`src/rtl/refhold_mode_ctrl.sv`:
```
module refhold_mode_ctrl #(
  parameter int ACQ1_SEC = 600,
  parameter int ACQ2_SEC = 1000,
  parameter int PHW = 16,
  parameter int ACCW = 32,
  parameter int CNTW = 16,
  parameter int QBIT = 64,
  parameter logic [8:0] HOLD_MASK = 9'h03F
) (
  input  logic                  clk,
  input  logic                  rst_n,
  input  logic                  warm_done,
  input  logic                  osc_fail,
  input  logic [8:0]            line_alm,
  input  logic                  sec_tick,
  input  logic                  samp_stb,
  input  logic signed [PHW-1:0] samp_phase,
  output logic [2:0]            mode,
  output logic                  avg_vld,
  output logic signed [PHW-1:0] avg_phase,
  output logic                  corr_flag,
  output logic                  minor_alm,
  output logic [1:0]            stat
);
  localparam int TMAX = (ACQ2_SEC > ACQ1_SEC) ? ACQ2_SEC : ACQ1_SEC;
  localparam int TW = $clog2(TMAX + 1);

  typedef enum logic [2:0] {FREE = 3'd0, ACQ1 = 3'd1, TRACK = 3'd2, HOLD = 3'd3, ACQ2 = 3'd4} mode_t;

  mode_t st;
  logic [TW-1:0] tmr;
  logic signed [ACCW-1:0] sum_q;
  logic [CNTW-1:0] cnt_q;
  logic win_bad;
  logic signed [PHW-1:0] prev_ph;

  wire hold_c = |(line_alm & HOLD_MASK);
  assign minor_alm = |(line_alm & ~HOLD_MASK);
  wire clean = !win_bad && !hold_c;
  wire active = (st == ACQ1) || (st == TRACK) || (st == ACQ2);

  wire signed [ACCW-1:0] ph_ext = {{(ACCW-PHW){samp_phase[PHW-1]}}, samp_phase};
  wire signed [ACCW-1:0] sum_n = sum_q + (samp_stb ? ph_ext : '0);
  wire [CNTW-1:0] cnt_n = cnt_q + CNTW'(samp_stb);
  wire signed [ACCW-1:0] quo = sum_n / $signed({{(ACCW-CNTW){1'b0}}, cnt_n});

  wire signed [PHW:0] dstep = {samp_phase[PHW-1], samp_phase} - {prev_ph[PHW-1], prev_ph};
  wire signed [PHW:0] dmag = dstep[PHW] ? -dstep : dstep;

  always_ff @(posedge clk) begin
    if (!rst_n) begin
      sum_q <= '0; cnt_q <= '0; win_bad <= 1'b0;
      avg_vld <= 1'b0; avg_phase <= '0;
      corr_flag <= 1'b0; prev_ph <= '0;
    end else begin
      if (samp_stb) begin
        corr_flag <= dmag > (PHW+1)'(QBIT);
        prev_ph <= samp_phase;
      end
      avg_vld <= 1'b0;
      if (sec_tick) begin
        if (clean && active && cnt_n != '0) begin
          avg_vld <= 1'b1;
          avg_phase <= quo[PHW-1:0];
        end
        sum_q <= '0; cnt_q <= '0; win_bad <= 1'b0;
      end else begin
        sum_q <= sum_n; cnt_q <= cnt_n; win_bad <= win_bad | hold_c;
      end
    end
  end

  always_ff @(posedge clk) begin
    if (!rst_n) begin
      st <= FREE; tmr <= '0;
    end else begin
      case (st)
        FREE: if (sec_tick && clean && warm_done) begin st <= ACQ1; tmr <= '0; end
        ACQ1:
          if (hold_c) st <= FREE;
          else if (sec_tick) begin
            if (tmr == TW'(ACQ1_SEC - 1)) st <= TRACK;
            else tmr <= tmr + 1'b1;
          end
        TRACK: if (hold_c) st <= HOLD;
        HOLD: if (sec_tick && clean) begin st <= ACQ2; tmr <= '0; end
        ACQ2:
          if (hold_c) st <= HOLD;
          else if (sec_tick) begin
            if (tmr == TW'(ACQ2_SEC - 1)) st <= TRACK;
            else tmr <= tmr + 1'b1;
          end
        default: st <= FREE;
      endcase
    end
  end

  assign mode = st;
  assign stat = osc_fail ? 2'd3 :
                (st == HOLD) ? 2'd1 :
                (st == FREE) ? 2'd2 : 2'd0;

  a_r4_mode_legal: assert property (@(posedge clk) disable iff (!rst_n) mode <= 3'd4);
  a_r4_enter_hold: assert property (@(posedge clk) disable iff (!rst_n)
    ((mode == 3'd2 || mode == 3'd4) && hold_c) |=> mode == 3'd3);
  a_r5_minor_keeps_track: assert property (@(posedge clk) disable iff (!rst_n)
    (mode == 3'd2 && !hold_c) |=> mode == 3'd2);
  a_r7_vld_on_tick: assert property (@(posedge clk) disable iff (!rst_n)
    avg_vld |-> $past(sec_tick));
  a_r8_fault_discards: assert property (@(posedge clk) disable iff (!rst_n)
    (sec_tick && hold_c) |=> !avg_vld);
  a_r2_free_exit: assert property (@(posedge clk) disable iff (!rst_n)
    (mode == 3'd0 && !warm_done) |=> mode == 3'd0);
  a_r6_hold_exit: assert property (@(posedge clk) disable iff (!rst_n)
    (mode == 3'd3) |=> (mode == 3'd3 || mode == 3'd4));
endmodule

```
`config.mk`:
```
export PLATFORM = sky130hd
export DESIGN_NAME = refhold_mode_ctrl
export DESIGN_NICKNAME = d
export VERILOG_FILES = /design/src/rtl/refhold_mode_ctrl.sv
export SDC_FILE = /design/constraint.sdc
export NUM_CORES = 2
export LEC_CHECK = 0
export ABC_AREA = 1
export BUFFER_PORTS_ARGS = -buffer_cell sky130_fd_sc_hd__buf_2
export CAP_MARGIN = 20
export CELL_PAD_IN_SITES_DETAIL_PLACEMENT = 1
export CELL_PAD_IN_SITES_GLOBAL_PLACEMENT = 1
export CORE_UTILIZATION = 50
export DETAILED_ROUTE_END_ITERATION = 7
export GPL_ROUTABILITY_DRIVEN = 0
export GPL_TIMING_DRIVEN = 1
export PLACE_DENSITY = 0.92
export RECOVER_POWER = 25
export SLEW_MARGIN = 20
export SYNTH_ARGS = -nofsm -noshare
export SYNTH_HDL_FRONTEND = slang
export SYNTH_SLANG_ARGS = --single-unit
```
`constraint.sdc`:
```
create_clock -name clk -period 173.5 [get_ports clk]
set_input_delay 0 -clock clk [delete_from_list [all_inputs] [get_ports clk]]
set_output_delay 0 -clock clk [all_outputs]
set_load 0.005 [all_outputs]
```
==> reports/results.txt <==
FMAX -> 0.00950 GHz
Slowest-stage cell, CP -> clkbuf_1
Slew HR -> -0.846
Synth unique cells -> 73
Fillers -> 8780
H-tree depth -> 3
Die Wd -> 249 µm
Largest cells by area after synthesis -> ha_1 18%, nand2_1 17%, inv_1 9.1%
Routed length per placed instance -> 19.2 µm
Final Instance Count excl. Fillers -> 6002
CTS tree -> done
CP Capture Type -> flop
Vias after detailed routing -> 35774
RSZ-0062 raised after global routing -> no
Worst hold path class -> primary input to flop
Multi-input combinational cell area -> 0.0253 mm²
Clock Latency Late Sink -> 0.41 ns
Setup-failing EPs final -> 0
WHS -> -0.0139 ns
Fraction of final layout cells sized beyond drive strength 1 -> 0.0640
Cells after Synth -> 5198
Tcrit/Tclk final -> 0.607
Core Footprint -> 0.0604 mm²
Max-cap violations -> 1
Yosys top cell area share -> 0.183
CTS Buf Count -> 9
Post-synth top flop -> dfxtp_1
Largest net degree at the start of global routing -> 50
WL final -> 115 mm
Global-route wire length before repair -> 188 mm
Syn nets -> 5678
Total grt overflow -> 0
Initial Util -> 0.506
TNS Setup -> 0 ns
Post-CTS setup buffers -> 0
Number of global-route vias before repair -> 38358
Crit start category -> primary input
DRC -> 0
Most frequent cells in the layout -> 1362 x nand2_1, 741 x inv_1, 447 x ha_1
Die Y-Extent -> 249 µm
Avg Vias per Cell -> 5.96
Syn Area/Cell -> 5.88 µm²
Die area -> 0.0621 mm²
Most numerous cell on the critical path -> nand2_1
PortBufs -> 54
Layout net count -> 5694
Antenna Nets Post-Route -> 0
Initial antenna violation count -> 2
Seq/Total Area, Yosys -> 0.0629
Total number of yosys warnings -> 0
Clock sinks -> 96
Pin slew with the least headroom to its limit -> 2.77 ns
Total GRT Usage -> 0.362
Reg area -> 0.00192 mm²
Hpwl dp -> 84.6 mm
Fin area -> 0.0321 mm²
EDFF count, synth -> 0
Inst Count DP -> 5970
Worst path required time -> 173.81 ns
Longest Clk Path Bufs -> 2
Failing checks -> hold timing, capacitance limit, slew limit
Status -> finished, violations left
Post-Place Cell Area -> 0.0316 mm²
Ys async rst share -> 0
Max incr delay on CP -> 0.79 ns
I/O Pins -> 55
Crit Path Class -> primary input to flop
Rows -> 90
Minimum clock period after layout -> 105.24 ns
CTS Root Cell -> clkbuf_16
Area leader, netlist -> ha_1
Mapped Area -> 0.0306 mm²
Seq cells post-synth -> 96
Crit path DAT -> 105.55 ns
Final Hold Viols -> 1
Area Growth Syn to Fin -> 4.91%
Layout Skew -> 0.0125 ns
DRT Pass-1 Iters -> 8
Clock-pin transition on the worst setup and hold timing paths -> 0.09 ns
Leading cell type in the layout, fill and taps excluded -> nand2_1
Iteration-0 DRC count of the detailed router -> 2158
Slew Limit Fails -> 50
Crit Path Max Fanout -> 36
synthesized netlist by cell type, drive strengths merged (2+ instances only):
library cell and count:
ha 447, and2 13, dfxtp 96, nand4 101, nand2 1416, a221oi 2
o21ai 341, clkinv 20, a211oi 6, nor4 11, o31ai 19, inv 782
or4 2, buf 24, o21a 14, o311ai 2, and3 5, or3 2
nor2 435, fa 2, nand3b 15, nand3 340, mux2i 2, xnor2 132
a21oi 369, a22oi 5, a31oi 12, a31o 3, or2 55, a21boi 6
clkbuf 67, nor3 47, xor2 257, a21o 57, o2111ai 3, o41ai 2
o211ai 22, nor3b 9, o21bai 47
state kept, by name, summed over array words and instances, names as in the netlist:
name and cells:
mode 3, win_bad 1, avg_phase 16, prev_ph 16, tmr 10, corr_flag 1, cnt_q 16, avg_vld 1
sum_q 32
worst max-delay path: cells and delay by family:
kind	cells	cell delay [ns]
AND/OR/NAND/NOR	210	28.47
buffers and inverters	102	15.98
XOR/XNOR	1	0.16
adder cells (fa/ha/maj)	33	10.84
AO/OA/AOI/OAI	247	49.75
layout make-up:
type                    instances  share of cell area
well taps                     782              0.0305
inverters                     802              0.0940
clock buffers                  10             0.00714
flip-flops and latches         96              0.0600
diodes                          1           0.0000781
clock inverters                 6             0.00156
multi-input cells            4209               0.788
repair buffers                 96              0.0189
metal layers:
| layer | routed length, µm | GRT usage | share of wire |
|---|---|---|---|
| met1 | 44700 | 0.381 | 0.39 |
| met2 | 56300 | 0.656 | 0.49 |
| met3 | 6270 | 0.0680 | 0.054 |
| met4 | 7850 | 0.237 | 0.068 |
| met5 | 13 | 0.00309 | 0.00011 |
metrics by stage:
step           utilization  setup WS (ns)  hold WS [ns]
6_report             0.531          68.26       -0.0139
3_3_place_gp         0.524          79.23         0.241
2_1_floorplan            -          85.32        0.0871
3_5_place_dp         0.524          72.00         0.245
5_1_grt              0.531          58.12      0.000944
4_1_cts              0.531          71.43       0.00218
kinds of logic (layout without fill, tap and decap cells):
kind of cell | count (synthesis) | after routing | synth area share
buffers and inverters | 893 | 914 | 0.113
DFF | 96 | 96 | 0.0629
adders and majority gates | 449 | 449 | 0.184
other | 0 | 1 | 0
and+or+nand+nor | 2452 | 2452 | 0.357
muxes | 2 | 2 | 0.000655
xor gates and xnor gates | 389 | 389 | 0.113
AOI/OAI and AO/OA | 917 | 917 | 0.168
path summary, 6_finish.rpt:
| path | start | slack (ns) | cells after the start | end |
|---|---|---|---|---|
| worst max-delay path | samp_stb | 68.26 | 593 | avg_phase[14]$_SDFFE_PN0P_ |
| worst min register to register | prev_ph[12]$_SDFFE_PN0P_ | 0.47 | 2 | prev_ph[12]$_SDFFE_PN0P_ |
| worst max register to register | cnt_q[0]$_SDFF_PP0_ | 68.52 | 589 | avg_phase[14]$_SDFFE_PN0P_ |
| worst min-delay path | samp_phase[15] | -0.01 | 3 | prev_ph[15]$_SDFFE_PN0P_ |
repair_timing:
action                     CTS  global route
hold buffers                15             0
setup endpoints to repair    0             0
hold endpoints to repair    15             0
gates resized for setup      0             0
Power is left out: the tool's default activity adds up to more than one toggle a clock period on the data nets, which glitch-free logic cannot reach.
